--- config.mk ---
export PLATFORM = sky130hd
export DESIGN_NAME = excl_monitor
export DESIGN_NICKNAME = d
export VERILOG_FILES = /design/src/rtl/excl_pkg.sv /design/src/rtl/excl_prio_arb.sv /design/src/rtl/excl_slot.sv /design/src/rtl/excl_judge.sv /design/src/rtl/excl_monitor.sv
export SDC_FILE = /design/constraint.sdc
export NUM_CORES = 1
export LEC_CHECK = 0
export ABC_AREA = 1
export BUFFER_PORTS_ARGS = -buffer_cell sky130_fd_sc_hd__clkbuf_2
export CORE_AREA = 5 5 152 191
export DETAILED_ROUTE_END_ITERATION = 12
export DIE_AREA = 0 0 157 196
export PLACE_DENSITY = 0.65
export SLEW_MARGIN = 15
export SYNTH_ARGS = -nofsm -noshare
export SYNTH_HDL_FRONTEND = slang
export SYNTH_SLANG_ARGS = --single-unit
--- constraint.sdc ---
create_clock -name clk -period 7.6 [get_ports clk]
set_input_delay 0.76 -clock clk [delete_from_list [all_inputs] [get_ports clk]]
set_output_delay 0.76 -clock clk [all_outputs]
set_load 0.01 [all_outputs]
--- src/rtl/excl_pkg.sv ---
package excl_pkg;

    typedef enum logic [1:0] {
        OP_LDX   = 2'd0,
        OP_STX   = 2'd1,
        OP_STORE = 2'd2,
        OP_CLR   = 2'd3
    } op_e;

    typedef enum logic [1:0] {
        SZ_BYTE = 2'd0,
        SZ_HALF = 2'd1,
        SZ_WORD = 2'd2,
        SZ_DBL  = 2'd3
    } size_e;

    function automatic logic op_is_write(op_e k);
        return (k == OP_STX) || (k == OP_STORE);
    endfunction

endpackage

--- src/rtl/excl_prio_arb.sv ---
module excl_prio_arb #(
    parameter int N   = 4,
    parameter int IDW = 2
) (
    input  logic [N-1:0]   req,
    output logic [N-1:0]   gnt,
    output logic [IDW-1:0] gnt_id,
    output logic           gnt_any
);
    always_comb begin
        gnt     = '0;
        gnt_id  = '0;
        gnt_any = 1'b0;
        for (int i = N - 1; i >= 0; i--) begin
            if (req[i]) begin
                gnt     = '0;
                gnt[i]  = 1'b1;
                gnt_id  = IDW'(i);
                gnt_any = 1'b1;
            end
        end
    end
endmodule

--- src/rtl/excl_slot.sv ---
module excl_slot #(
    parameter int GW = 29
) (
    input  logic          clk,
    input  logic          rst,
    input  logic          ldx,
    input  logic          ldx_shared,
    input  logic [GW-1:0] gran,
    input  logic          drop,
    input  logic          kill,
    output logic          sh_res,
    output logic          nsh_flag,
    output logic [GW-1:0] last_gran
);
    always_ff @(posedge clk) begin
        if (rst) begin
            sh_res    <= 1'b0;
            nsh_flag  <= 1'b0;
            last_gran <= '0;
        end else if (ldx) begin
            last_gran <= gran;
            sh_res    <= ldx_shared;
            nsh_flag  <= !ldx_shared;
        end else if (drop) begin
            sh_res    <= 1'b0;
            nsh_flag  <= 1'b0;
        end else if (kill) begin
            sh_res    <= 1'b0;
        end
    end
endmodule

--- src/rtl/excl_judge.sv ---
module excl_judge
    import excl_pkg::*;
#(
    parameter int N   = 4,
    parameter int IDW = 2,
    parameter int GW  = 29
) (
    input  logic                  win_any,
    input  logic [IDW-1:0]        win_id,
    input  op_e                   kind,
    input  logic [GW-1:0]         gran,
    input  logic                  shared,
    input  logic [N-1:0]          sh_v,
    input  logic [N-1:0]          nsh_v,
    input  logic [N-1:0][GW-1:0]  last_v,
    output logic                  status,
    output logic                  wr_en,
    output logic [N-1:0]          ldx_v,
    output logic [N-1:0]          drop_v,
    output logic [N-1:0]          kill_v
);
    logic own_hit;
    logic snoop;
    logic pass;

    always_comb begin
        own_hit = (last_v[win_id] == gran);
        pass    = own_hit && (shared ? sh_v[win_id] : nsh_v[win_id]);
        status  = 1'b0;
        wr_en   = 1'b0;
        snoop   = 1'b0;
        ldx_v   = '0;
        drop_v  = '0;
        if (win_any) begin
            unique case (kind)
                OP_LDX: ldx_v[win_id] = 1'b1;
                OP_STX: begin
                    status         = !pass;
                    wr_en          = pass;
                    drop_v[win_id] = 1'b1;
                    snoop          = pass && shared;
                end
                OP_STORE: begin
                    wr_en = 1'b1;
                    snoop = shared;
                end
                OP_CLR: drop_v[win_id] = 1'b1;
                default: ;
            endcase
        end
    end

    always_comb begin
        for (int c = 0; c < N; c++) begin
            kill_v[c] = snoop && (c != int'(win_id)) && sh_v[c] && (last_v[c] == gran);
        end
    end
endmodule

--- src/rtl/excl_monitor.sv ---
module excl_monitor
    import excl_pkg::*;
#(
    parameter int N_CPU   = 4,
    parameter int ADDR_W  = 32,
    parameter int GRAN_LG = 3,
    localparam int IDW    = (N_CPU > 1) ? $clog2(N_CPU) : 1
) (
    input  logic                    clk,
    input  logic                    rst,
    input  logic [N_CPU-1:0]        req_valid,
    input  logic [2*N_CPU-1:0]      req_kind,
    input  logic [ADDR_W*N_CPU-1:0] req_addr,
    input  logic [2*N_CPU-1:0]      req_size,
    input  logic [N_CPU-1:0]        req_shared,
    output logic [N_CPU-1:0]        grant,
    output logic                    resp_valid,
    output logic [IDW-1:0]          resp_id,
    output logic [1:0]              resp_kind,
    output logic [ADDR_W-1:0]       resp_addr,
    output logic [1:0]              resp_size,
    output logic                    resp_status,
    output logic                    resp_wr_en
);
    localparam int GW = ADDR_W - GRAN_LG;

    logic [IDW-1:0]            win_id;
    logic                      win_any;
    op_e                       sel_kind;
    logic [ADDR_W-1:0]         sel_addr;
    logic [1:0]                sel_size;
    logic                      sel_shared;
    logic [GW-1:0]             sel_gran;

    logic [N_CPU-1:0]          sh_v;
    logic [N_CPU-1:0]          nsh_v;
    logic [N_CPU-1:0][GW-1:0]  last_v;
    logic [N_CPU-1:0]          ldx_v;
    logic [N_CPU-1:0]          drop_v;
    logic [N_CPU-1:0]          kill_v;
    logic                      jd_status;
    logic                      jd_wr_en;

    excl_prio_arb #(.N(N_CPU), .IDW(IDW)) u_arb (
        .req     (req_valid),
        .gnt     (grant),
        .gnt_id  (win_id),
        .gnt_any (win_any)
    );

    always_comb begin
        sel_kind   = op_e'(req_kind[win_id*2 +: 2]);
        sel_addr   = req_addr[win_id*ADDR_W +: ADDR_W];
        sel_size   = req_size[win_id*2 +: 2];
        sel_shared = req_shared[win_id];
        sel_gran   = sel_addr[ADDR_W-1:GRAN_LG];
    end

    for (genvar g = 0; g < N_CPU; g++) begin : g_slot
        excl_slot #(.GW(GW)) u_slot (
            .clk        (clk),
            .rst        (rst),
            .ldx        (ldx_v[g]),
            .ldx_shared (sel_shared),
            .gran       (sel_gran),
            .drop       (drop_v[g]),
            .kill       (kill_v[g]),
            .sh_res     (sh_v[g]),
            .nsh_flag   (nsh_v[g]),
            .last_gran  (last_v[g])
        );
    end

    excl_judge #(.N(N_CPU), .IDW(IDW), .GW(GW)) u_judge (
        .win_any (win_any),
        .win_id  (win_id),
        .kind    (sel_kind),
        .gran    (sel_gran),
        .shared  (sel_shared),
        .sh_v    (sh_v),
        .nsh_v   (nsh_v),
        .last_v  (last_v),
        .status  (jd_status),
        .wr_en   (jd_wr_en),
        .ldx_v   (ldx_v),
        .drop_v  (drop_v),
        .kill_v  (kill_v)
    );

    always_ff @(posedge clk) begin
        if (rst) begin
            resp_valid  <= 1'b0;
            resp_id     <= '0;
            resp_kind   <= OP_LDX;
            resp_addr   <= '0;
            resp_size   <= SZ_BYTE;
            resp_status <= 1'b0;
            resp_wr_en  <= 1'b0;
        end else begin
            resp_valid  <= win_any;
            resp_id     <= win_id;
            resp_kind   <= sel_kind;
            resp_addr   <= sel_addr;
            resp_size   <= sel_size;
            resp_status <= win_any && jd_status;
            resp_wr_en  <= win_any && jd_wr_en;
        end
    end
endmodule

==> impl_metrics.prom <==
# TYPE chip_impl_metric gauge
chip_impl_metric{name="postSynthRegisterBits",unit=""} 165
chip_impl_metric{name="power.internal",unit="mW"} 1.59
chip_impl_metric{name="post-dp-hpwl",unit="mm"} 31.8
chip_impl_metric{name="finalWorstPathRequiredPeriod",unit="ns"} 5.20
chip_impl_info{name="grt_setup_unrepaired",value="no"} 1
chip_impl_info{name="root_buffer_cell",value="clkbuf_16"} 1
chip_impl_metric{name="dpl_worst_slack",unit="ns"} 2.08
chip_impl_metric{name="tritoncts.num_buffers",unit=""} 17
chip_impl_metric{name="gr-usage-all-layers",unit="%"} 28.3
chip_impl_metric{name="met2_wirelength",unit="mm"} 21.8
chip_impl_metric{name="layout_cell_share_with_drive_strength_beyond_1",unit="%"} 11.7
chip_impl_metric{name="floorplan.initialDensity",unit="%"} 44.1
chip_impl_metric{name="fin_nets",unit=""} 2455
chip_impl_metric{name="ioPinCount",unit=""} 199
chip_impl_metric{name="drtPass1Iterations",unit=""} 6
chip_impl_metric{name="via_per_inst",unit=""} 5.19
chip_impl_metric{name="synth_compound_area_share",unit="%"} 14.3
chip_impl_metric{name="fp-row-count",unit=""} 68
chip_impl_metric{name="fraction_of_synthesized_area_in_multiplexers",unit="%"} 0
chip_impl_info{name="criticalPathCategory",value="in -> reg"} 1
chip_impl_metric{name="cts_setup_buffers",unit=""} 0
chip_impl_metric{name="seqPwrFrac",unit="%"} 36.5
chip_impl_metric{name="post_cts_resize_count",unit=""} 0
chip_impl_metric{name="achievable-frequency",unit="MHz"} 192
chip_impl_metric{name="1st_iter_drt_viols",unit=""} 1228
chip_impl_metric{name="insertion_delay",unit="ns"} 0.45
chip_impl_metric{name="routed_wl",unit="mm"} 44.2
chip_impl_info{name="worst_setup_path_startpoint",value="req_valid[0]"} 1
chip_impl_info{name="hold_start",value="g_slot[3].u_slot.last_gran[0]$_SDFFE_PP0P_"} 1
chip_impl_metric{name="antenna-diode-count",unit=""} 0
chip_impl_metric{name="yosysSeqAreaShare",unit="%"} 27.6
chip_impl_metric{name="synth_cell_area",unit="sq um"} 12000
chip_impl_metric{name="fp.dieArea",unit="sq um"} 30800
chip_impl_metric{name="met3_wirelength",unit="mm"} 2.91
chip_impl_info{name="crit-reg2reg-launch",value="g_slot[3].u_slot.last_gran[19]$_SDFFE_PP0P_"} 1
chip_impl_metric{name="cp.arrival",unit="ns"} 5.58
chip_impl_metric{name="worst-slew-pin-transition",unit="ns"} 1.11
chip_impl_metric{name="finalNonFillerCells",unit=""} 2660
chip_impl_metric{name="leakagePower",unit="nW"} 7.94
chip_impl_metric{name="drt.antenna.violating_nets",unit=""} 0
chip_impl_metric{name="max_fo_critical_path",unit=""} 57
chip_impl_metric{name="dp_cells",unit=""} 2628
chip_impl_metric{name="synthAdderAreaFrac",unit="%"} 0.418
chip_impl_metric{name="post_synth_inst_count",unit=""} 2175
chip_impl_metric{name="floorplan.core_area",unit="sq um"} 27100
chip_impl_metric{name="number_of_antenna_violations_at_the_first_check_in_global_routing",unit=""} 0
chip_impl_metric{name="hold_buffers",unit=""} 0
chip_impl_metric{name="cts.clk_slew.worst_paths",unit="ns"} 0.08
chip_impl_metric{name="pwr_density_cell",unit="nW/um^2"} 188
chip_impl_metric{name="numClockSinks",unit=""} 165
chip_impl_metric{name="final_slew_viol_count",unit=""} 0
chip_impl_metric{name="mappedNetlistNets",unit=""} 2333
chip_impl_metric{name="r2r.worst_path.cells",unit=""} 16
chip_impl_metric{name="clk_path_buf_depth",unit=""} 2
chip_impl_metric{name="buffer_ports.inserted",unit=""} 198
chip_impl_info{name="outcome",value="completed"} 1
chip_impl_metric{name="vdd.ir_drop.worst",unit="uV"} 113
chip_impl_metric{name="globalplace.congestion",unit=""} 0.976
chip_impl_metric{name="vias",unit=""} 13813
chip_impl_info{name="crit_path_start_kind",value="input port"} 1
chip_impl_metric{name="setup_violations",unit=""} 0
chip_impl_metric{name="power.share.combinational",unit="%"} 27.9
chip_impl_info{name="largest_family_of_logic_cells_by_synthesized_area",value="simple AND/OR/NAND/NOR gates"} 1
chip_impl_metric{name="htree_levels",unit=""} 4
chip_impl_metric{name="drcViolationCount",unit=""} 0
chip_impl_metric{name="pin_count_of_the_biggest_net_entering_global_routing",unit=""} 102
chip_impl_metric{name="grt_first_pass_wirelength",unit="mm"} 68.1
chip_impl_metric{name="final.setup.worst_slack",unit="ns"} 2.40
chip_impl_info{name="cts_tree",value="built"} 1
chip_impl_info{name="timing.hold.worst.class",value="reg -> reg"} 1
chip_impl_metric{name="holdWs",unit="ns"} 0.549
chip_impl_metric{name="grt-ovfl-total",unit=""} 0
chip_impl_metric{name="max-slew-margin-rel",unit="%"} 25.9
chip_impl_metric{name="postLayoutCoreUtil",unit="%"} 50.1
chip_impl_info{name="timing.critical_path.to_type",value="flip-flop"} 1
chip_impl_metric{name="synthesis_warnings",unit=""} 0
chip_impl_metric{name="die_width",unit="um"} 157
chip_impl_metric{name="worst_ep_required_time",unit="ns"} 7.98
chip_impl_metric{name="swShare",unit="%"} 37.7
chip_impl_metric{name="power_frac_clock",unit="%"} 35.6
chip_impl_metric{name="hold-path-cell-count",unit=""} 2
chip_impl_metric{name="synth_xor_area_share",unit="%"} 2.34
chip_impl_metric{name="period_share",unit="%"} 68.4
chip_impl_info{name="route.top_layer_used",value="met4"} 1
chip_impl_metric{name="max-cap-violations",unit=""} 0
chip_impl_metric{name="avgSynthCellArea",unit="sq um"} 5.51
chip_impl_metric{name="clock-skew-final",unit="ns"} 0.0164
chip_impl_metric{name="synth.lib_cells_used.distinct",unit=""} 30
chip_impl_metric{name="net-switching-power",unit="mW"} 0.964
chip_impl_metric{name="wl_per_cell",unit="um"} 16.6
chip_impl_metric{name="m1_wire_length",unit="mm"} 17.2
chip_impl_metric{name="first_global_vias",unit=""} 12619
chip_impl_metric{name="area.growth.synth_to_final",unit="%"} 13.5
chip_impl_metric{name="final_hold_viol_count",unit=""} 0
chip_impl_metric{name="synth-simple-area-share",unit="%"} 39.4
chip_impl_metric{name="die_h",unit="um"} 196
chip_impl_metric{name="setup-tns-final",unit="ns"} 0
cell type report:
cell class / count / area, sq um
clock buffer: 17 / 425
clock inverter: 15 / 181
fill: 2990 / 13500
inverter: 372 / 1400
multi-input combinational: 1532 / 6770
sequential: 165 / 3300
tap: 350 / 438
timing repair buffer: 209 / 1080
placed cells by master (no fill, tap or decap), types with 4 or more instances in the layout:
cell type	n
nand2_1	810
inv_1	363
clkbuf_2	197
nand3_1	192
o21ai_0	174
dfxtp_1	165
a21oi_1	138
nor2_1	122
xor2_1	32
clkbuf_16	17
nand2_2	14
buf_4	12
o21bai_1	10
nand4_1	7
nor3_1	6
inv_2	5
nand3b_1	4
o211ai_1	4
ha_1	4
inv_8	4
power groups by stage:
stage	Clock, mW	Combinational (mW)	Sequential (mW)
2_1_floorplan	0	0.455	0.958
3_3_place_gp	0	0.699	0.952
3_5_place_dp	0	0.705	0.953
4_1_cts	0.919	0.709	0.933
5_1_grt	0.952	0.796	0.938
6_report	0.911	0.714	0.933
synth_stat cells:
cell type | number | share of area, %
nand2_1 | 810 | 25
inv_1 | 363 | 11
nand3_1 | 192 | 8.0
o21ai_0 | 174 | 7.3
dfxtp_1 | 165 | 28
a21oi_1 | 138 | 5.8
nor2_1 | 122 | 3.8
buf_2 | 45 | 1.9
clkbuf_1 | 36 | 1.1
xor2_1 | 32 | 2.3
nand2_2 | 16 | 0.84
buf_1 | 12 | 0.38
o21bai_1 | 10 | 0.63
buf_4 | 9 | 0.56
nand4_1 | 7 | 0.37
inv_2 | 6 | 0.19
nor3_1 | 6 | 0.25
buf_6 | 4 | 0.38
ha_1 | 4 | 0.42
nand3b_1 | 4 | 0.25
o211ai_1 | 4 | 0.25
clkinv_1 | 3 | 0.094
nor2_2 | 3 | 0.16
a22o_1 | 2 | 0.15
o21ai_1 | 2 | 0.084
or2_2 | 2 | 0.10
nand3_2 | 1 | 0.084
nor2_8 | 1 | 0.17
o221ai_1 | 1 | 0.073
o22ai_1 | 1 | 0.052
logic make-up after synthesis:
logic type / after synthesis
compound gates: 332
xor+xnor: 32
fa+ha+maj: 4
buf+inv: 478
flops: 165
simple gates: 1164
metal layers:
layer	vias up	global-route usage, %
li1	6893	-
met1	6327	33.3
met2	500	49.9
met3	93	3.95
met4	0	14.0
met5	-	0
metrics by stage:
step	instance area, sq um	total power, mW
CTS	13600	2.56
finish	13600	2.56
global route	13600	2.69
detailed placement	13000	1.66
global placement	13000	1.65
floorplan	12000	1.41
sequential cells by signal, indices dropped and copies added, names as in the netlist:
register                 count
resp_id                      2
resp_wr_en                   1
resp_valid                   1
g_slot.u_slot.nsh_flag       4
resp_size                    2
resp_addr                   32
resp_kind                    2
g_slot.u_slot.last_gran    116
g_slot.u_slot.sh_res         4
resp_status                  1
critical path: stages:
cell	delay [ns]
clkbuf_2	0.16
inv_2	0.11
nand2_2	0.70
nand2_4	0.61
or2_2	0.48
o211ai_1	0.09
nand2_1	0.13
inv_1	0.12
ha_1	0.19
inv_1	0.08
nor2_1	0.38
clkinv_1	0.81
buf_4	0.53
nor2_1	0.19
inv_1	0.05
a21oi_1	0.13
final timing paths:
check             slack (ns)                                    endpoint
setup / recovery        2.40        g_slot[3].u_slot.sh_res$_SDFFE_PP0P_
hold / removal          0.55  g_slot[3].u_slot.last_gran[0]$_SDFFE_PP0P_
setup reg to reg        5.45        g_slot[1].u_slot.sh_res$_SDFFE_PP0P_
hold reg to reg         0.55  g_slot[3].u_slot.last_gran[0]$_SDFFE_PP0P_
Note: power is estimated with default switching activity, not from simulation.
